==> src/rtl/xlat_pkg.sv <==
`timescale 1ns/1ps
package xlat_pkg;
  localparam int VA_W  = 32;
  localparam int PA_W  = 30;
  localparam int PG_W  = 12;
  localparam int VPN_W = VA_W - PG_W;
  localparam int PPN_W = PA_W - PG_W;
  localparam int LO_W  = PPN_W + 4;

  typedef struct packed {
    logic             valid;
    logic             wr_ok;
    logic             refd;
    logic             dirty;
    logic [PPN_W-1:0] ppn;
    logic [VPN_W-1:0] vpn;
  } ent_t;

  typedef enum logic [1:0] {FLT_NONE = 2'd0, FLT_MISS = 2'd1, FLT_PROT = 2'd2} flt_e;

  typedef enum logic [2:0] {
    SEL_INDEX = 3'd0, SEL_RAND = 3'd1, SEL_LO = 3'd2, SEL_HI = 3'd3,
    SEL_BADVA = 3'd4, SEL_WIDX = 3'd5, SEL_WRND = 3'd6, SEL_RIDX = 3'd7
  } sel_e;

  function automatic logic [PA_W-1:0] join_pa(input logic [PPN_W-1:0] ppn,
                                               input logic [VA_W-1:0] va);
    return {ppn, va[PG_W-1:0]};
  endfunction

  function automatic logic [LO_W-1:0] ent_lo(input ent_t e);
    return {e.valid, e.wr_ok, e.refd, e.dirty, e.ppn};
  endfunction

  function automatic ent_t ent_make(input logic [LO_W-1:0] lo,
                                    input logic [VPN_W-1:0] vpn);
    ent_t e;
    e.valid = lo[PPN_W+3];
    e.wr_ok = lo[PPN_W+2];
    e.refd  = lo[PPN_W+1];
    e.dirty = lo[PPN_W];
    e.ppn   = lo[PPN_W-1:0];
    e.vpn   = vpn;
    return e;
  endfunction
endpackage

==> src/rtl/xlat_rand.sv <==
`timescale 1ns/1ps
module xlat_rand #(
  parameter int NUM_ENT = 16,
  parameter int WIRED   = 2,
  localparam int IW     = $clog2(NUM_ENT)
) (
  input  logic          clk,
  input  logic          rst_n,
  output logic [IW-1:0] rnd
);
  localparam logic [IW-1:0] TOP  = IW'(NUM_ENT - 1);
  localparam logic [IW-1:0] LOWR = IW'(WIRED);

  always_ff @(posedge clk) begin
    if (!rst_n)           rnd <= TOP;
    else if (rnd <= LOWR) rnd <= TOP;
    else                  rnd <= rnd - 1'b1;
  end
endmodule

==> src/rtl/xlat_match.sv <==
`timescale 1ns/1ps
module xlat_match import xlat_pkg::*; #(
  parameter int NUM_ENT = 16,
  localparam int IW     = $clog2(NUM_ENT)
) (
  input  logic [VPN_W-1:0]       vpn,
  input  ent_t [NUM_ENT-1:0]     ents,
  output logic                   found,
  output logic [IW-1:0]          sel
);
  logic [NUM_ENT-1:0] eq;

  for (genvar g = 0; g < NUM_ENT; g++) begin : g_cmp
    assign eq[g] = ents[g].valid && (ents[g].vpn == vpn);
  end

  // scan downward so the lowest matching slot is the last one written
  always_comb begin
    found = |eq;
    sel   = '0;
    for (int i = NUM_ENT - 1; i >= 0; i--) begin
      if (eq[i]) sel = IW'(i);
    end
  end
endmodule

==> src/rtl/xlat_buffer.sv <==
`timescale 1ns/1ps
module xlat_buffer import xlat_pkg::*; #(
  parameter int NUM_ENT = 16,
  parameter int WIRED   = 2,
  localparam int IW     = $clog2(NUM_ENT)
) (
  input  logic             clk,
  input  logic             rst_n,
  input  logic             flush,
  input  logic             lk_valid,
  input  logic             lk_store,
  input  logic [VA_W-1:0]  lk_vaddr,
  output logic             lk_hit,
  output logic [PA_W-1:0]  lk_paddr,
  output logic [1:0]       lk_fault,
  input  logic             reg_we,
  input  logic [2:0]       reg_sel,
  input  logic [LO_W-1:0]  reg_wdata,
  output logic [VA_W-1:0]  reg_rdata
);
  ent_t [NUM_ENT-1:0] ents;
  logic [IW-1:0]      idx_r;
  logic [LO_W-1:0]    lo_r;
  logic [VPN_W-1:0]   hi_r;
  logic [VA_W-1:0]    badva_r;
  logic [IW-1:0]      rnd;

  logic               found;
  logic [IW-1:0]      hsel;

  // named events
  logic ev_hit, ev_miss, ev_prot, ev_dirty;
  logic cmd_wr_idx, cmd_wr_rnd, cmd_rd, cmd_wr;
  logic [IW-1:0] wr_tgt;
  ent_t          wr_ent;

  xlat_rand #(.NUM_ENT(NUM_ENT), .WIRED(WIRED)) u_rand (
    .clk(clk), .rst_n(rst_n), .rnd(rnd)
  );

  xlat_match #(.NUM_ENT(NUM_ENT)) u_match (
    .vpn(lk_vaddr[VA_W-1:PG_W]), .ents(ents), .found(found), .sel(hsel)
  );

  assign ev_hit   = lk_valid && found;
  assign ev_miss  = lk_valid && !found;
  assign ev_prot  = ev_hit && lk_store && !ents[hsel].wr_ok;
  assign ev_dirty = ev_hit && lk_store && ents[hsel].wr_ok;

  assign cmd_wr_idx = reg_we && (reg_sel == SEL_WIDX);
  assign cmd_wr_rnd = reg_we && (reg_sel == SEL_WRND);
  assign cmd_rd     = reg_we && (reg_sel == SEL_RIDX);
  assign cmd_wr     = cmd_wr_idx || cmd_wr_rnd;
  assign wr_tgt     = cmd_wr_rnd ? rnd : idx_r;
  assign wr_ent     = ent_make(lo_r, hi_r);

  assign lk_hit   = ev_hit;
  assign lk_paddr = ev_hit ? join_pa(ents[hsel].ppn, lk_vaddr) : '0;
  assign lk_fault = ev_miss ? FLT_MISS : (ev_prot ? FLT_PROT : FLT_NONE);

  always_comb begin
    unique case (reg_sel)
      SEL_INDEX: reg_rdata = VA_W'(idx_r);
      SEL_RAND:  reg_rdata = VA_W'(rnd);
      SEL_LO:    reg_rdata = VA_W'(lo_r);
      SEL_HI:    reg_rdata = VA_W'(hi_r);
      SEL_BADVA: reg_rdata = badva_r;
      default:   reg_rdata = '0;
    endcase
  end

  // slot array: lookup flags, then command write, then flush
  always_ff @(posedge clk) begin
    if (!rst_n) begin
      ents <= '0;
    end else begin
      for (int i = 0; i < NUM_ENT; i++) begin
        if (ev_hit && hsel == IW'(i)) begin
          ents[i].refd <= 1'b1;
          if (ev_dirty) ents[i].dirty <= 1'b1;
        end
        if (cmd_wr && wr_tgt == IW'(i)) ents[i] <= wr_ent;
        if (flush) ents[i].valid <= 1'b0;
      end
    end
  end

  // software-visible registers
  always_ff @(posedge clk) begin
    if (!rst_n) begin
      idx_r   <= '0;
      lo_r    <= '0;
      hi_r    <= '0;
      badva_r <= '0;
    end else begin
      if (ev_miss || ev_prot) badva_r <= lk_vaddr;
      if (reg_we) begin
        case (reg_sel)
          SEL_INDEX: idx_r <= reg_wdata[IW-1:0];
          SEL_LO:    lo_r  <= reg_wdata;
          SEL_HI:    hi_r  <= reg_wdata[VPN_W-1:0];
          default: ;
        endcase
      end
      if (cmd_rd) begin
        lo_r <= ent_lo(ents[idx_r]);
        hi_r <= ents[idx_r].vpn;
      end
    end
  end
endmodule

==> config.mk <==
export PLATFORM = sky130hd
export DESIGN_NAME = xlat_buffer
export DESIGN_NICKNAME = d
export VERILOG_FILES = /design/src/rtl/xlat_pkg.sv /design/src/rtl/xlat_rand.sv /design/src/rtl/xlat_match.sv /design/src/rtl/xlat_buffer.sv
export SDC_FILE = /design/constraint.sdc
export NUM_CORES = 2
export LEC_CHECK = 0
export CAP_MARGIN = 20
export CELL_PAD_IN_SITES_DETAIL_PLACEMENT = 1
export CELL_PAD_IN_SITES_GLOBAL_PLACEMENT = 1
export CORE_MARGIN = 2
export CORE_UTILIZATION = 52
export CTS_CLUSTER_DIAMETER = 150
export DETAILED_ROUTE_END_ITERATION = 10
export PLACE_DENSITY = 0.93
export RECOVER_POWER = 100
export REMOVE_ABC_BUFFERS = 1
export SLEW_MARGIN = 20
export SYNTH_ARGS = -nofsm -noshare
export SYNTH_HDL_FRONTEND = slang
export SYNTH_SLANG_ARGS = --single-unit
export TNS_END_PERCENT = 50
==> constraint.sdc <==
create_clock -name clk -period 10.3 [get_ports clk]
set_input_delay 1.03 -clock clk [delete_from_list [all_inputs] [get_ports clk]]
set_output_delay 1.03 -clock clk [all_outputs]
set_load 0.1 [all_outputs]
==> impl_metrics.tcl <==
set metrics [dict create \
    clk_path_buf_depth 3 \
    dieHeight_um 291 \
    slew_headroom -3.33 \
    synth.avg_cell_area_sq_um 8.52 \
    dr.pass1.iters 6 \
    post-route-util 0.578 \
    path_class "input port to flop" \
    drc_errors 0 \
    yosys_warnings 0 \
    netlist.area_leader.share 0.352 \
    dpl.hpwl_mm 129 \
    yosysUniqueCellTypes 73 \
    antenna_found_initial 8 \
    hold_violations 0 \
    place_area_sq_mm 0.0445 \
    ys_seq_elements 754 \
    place.port_buffers 127 \
    timing.setup.tns_ps 0 \
    powerDensity_mw_per_mm2 146 \
    critPathBufInv 3 \
    multi_input_area_sq_mm 0.0259 \
    grt_pass1_vias 46000 \
    cts_tree "yes" \
    grt-ovfl-total 0 \
    dp.cells 5840 \
    clk_latency_ps 680 \
    final.fill_count 9366 \
    hold_class "flop to flop" \
    path_delay_family "buffers and inverters" \
    worst_pin_slew_ps 6500 \
    synth_mux_area_frac 0.161 \
    synth_edf_count 0 \
    maxCapViolations 22 \
    synth_top_family_by_area "simple AND/OR/NAND/NOR gates" \
    cts_sinks 754 \
    synth_ff_type "dfxtp_1" \
    synth_top_area_cell "dfxtp_1" \
    grt_pass1_wl_mm 308 \
    netlist_top_cells_area "dfxtp_1 35%, nand2_1 13%, mux4_2 11%, a21boi_0 11%, xnor2_1 4.7%" \
    ir_worst_vdd_uv 114 \
    ios 128 \
    die_x_um 291 \
    whs_ps 479 \
    die-area_sq_mm 0.0849 \
    final_area_sq_mm 0.0474 \
    critical_path_arrival_ps 10370 \
    grt_max_degree 140 \
    cts_root_buf "clkbuf_16" \
    cts_setup_buffers 0 \
    numCtsBuffers 83 \
    post_synth_fa_ha_maj_area_fraction 0.000583 \
    drive_gt1_frac 0.113 \
    synthArstFlopShare 0 \
    seq_area_frac_synth 0.352 \
    ctsResizeCount 0 \
    finClkSkew_ps 25.9 \
    final_cells 5999 \
    clk_pin_slew_ps 60 \
    layout.area.seq_sq_mm 0.0151 \
    synth_compound_area_frac 0.165 \
    row_count 105 \
    wire_per_inst_um 35.4 \
    vias 44300 \
    core_area_sq_mm 0.0820 \
    leakage_uw 0.0167 \
    hold_buffers 0 \
    syn_inst 5042 \
    cts_max_level 3 \
    area_growth_pct 10.3 \
    grt_setup_unrepaired "false" \
    first_iter_violations 7151 \
    crit_chain "clkdlybuf4s50_1 -> xnor2_1 -> nand4_1 -> nor4_1 -> nand4b_1 -> buf_4 -> a211oi_1 -> a41o_1 -> or2_2 -> a211oi_1 -> or3_4 -> nor3_4 -> clkbuf_1 -> mux2i_1 -> a311o_1" \
    syn_area_sq_mm 0.0429 \
    crit_fanout 32 \
    worstPathRequired_ps 10850 \
    violations "capacitance limit, slew limit" \
    finalSetupViolCount 0 \
    synth_simple_gate_area_share 0.207 \
    crit_path_start_kind "input port" \
    fin_crit_sh 0.954 \
    period_needed_ps 9820 \
    slowest_delay_ps 2640 \
    timing.fmax_mhz 102 \
    wl_mm 212 \
    crit_path_end_kind "flop" \
    cp_slowest_cell "clkbuf_1" \
    crit_path_frequent_cell "a211oi_1" \
    outcome "complete, but fails checks" \
    start_util 0.524 \
    final_nets 4922 \
    slew_violations 988 \
    via_per_inst 7.38 \
    synth_xor_area_frac 0.0658 \
    ant_nets 0 \
    finalWeightedCongestion 1.08 \
    grt_usage 0.488 \
]
## report_power, final
| part | switching (uW) | internal, uW | leakage [uW] | total [uW] |
|---|---|---|---|---|
| clock network | 1400 | 1950 | 0.00146 | 3360 |
| registers | 78.7 | 2940 | 0.00609 | 3020 |
| logic | 362 | 188 | 0.00915 | 550 |
| total | 1840 | 5080 | 0.0167 | 6920 |
## cell type report
cell class,count,share of cell area
multi-input combinational,3780,0.547
sequential,754,0.319
clock buffer,117,0.0520
timing repair buffer,218,0.0410
tap,1070,0.0283
clock inverter,34,0.0108
inverter,20,0.00161
antenna,6,0.000317
## layout by cell type, fill, tap and decap left out, types with 38 or more instances in the layout
master / synthesis / routed
a21boi_0: 624 / 624
mux4_2: 210 / 210
dlygate4sd3_1: 0 / 65
buf_4: 18 / 72
xor2_1: 87 / 87
mux2i_1: 158 / 158
clkbuf_16: 0 / 88
nand4_1: 107 / 107
nor2_1: 112 / 102
nor4_1: 50 / 48
o211a_1: 42 / 42
nand3_1: 134 / 134
mux2_2: 55 / 55
a21oi_1: 75 / 75
nand2_1: 1482 / 1466
xnor2_1: 232 / 232
clkdlybuf4s50_1: 0 / 55
o21ai_0: 103 / 103
dfxtp_1: 754 / 751
a22oi_1: 38 / 38
## synth_stat cells, drive strengths merged (35+ instances only)
master	count
nor2	112
mux2i	158
dfxtp	754
xnor2	234
xor2	87
mux4	210
nor4	50
o21ai	105
mux2	55
nand2	1482
nand3	134
nand4	107
a21boi	624
o211a	42
clkbuf	378
and3	35
a21oi	76
a22oi	38
buf	110
## worst reg2reg max path, stage by stage, from the launching register on
cell,delay [ps]
dfxtp_1,340
xnor2_1,600
nand4_1,190
nor4_1,810
nand4b_1,180
buf_4,240
a211oi_1,460
a41o_1,320
or2_2,790
a211oi_1,140
or3_4,510
nor3_4,280
clkbuf_1,2640
mux2i_1,500
a311o_1,470
## state kept, by name (all words and copies together), names as in the netlist
register	flops
badva_r	32
u_rand.rnd	4
lo_r	22
idx_r	4
hi_r	20
ents	672
## final timing paths
path / cells after the start / slack [ps] / from / end
max: 15 / 480 / lk_vaddr[15] / badva_r[25]
min: 2 / 480 / ents[451] / ents[451]
max reg2reg: 14 / 1710 / ents[136] / badva_r[25]
min reg2reg: 2 / 480 / ents[451] / ents[451]
## stage by stage
stage          total power, uW  worst slack, ps
3_5_place_dp              3570             1780
3_3_place_gp              3560             1730
4_1_cts                   6840             1700
2_1_floorplan             3300             -926
6_report                  6920              479
5_1_grt                   7010              734
## cell families after synthesis
logic type	Yosys count
adder cells (fa/ha/maj)	2
AND/OR/NAND/NOR	2064
buffers and inverters	508
AO/OA/AOI/OAI	970
flip-flops	754
XOR/XNOR	321
multiplexers	423
## metal layers
layer | vias up | GRT usage | wire [um]
met2 | 4308 | 0.686 | 85400
met5 | - | 0 | 23
met1 | 21500 | 0.594 | 74500
li1 | 17100 | - | -
met3 | 1370 | 0.211 | 33900
met4 | 4 | 0.349 | 18700
No activity file was read; power rests on OpenSTA's default activity.
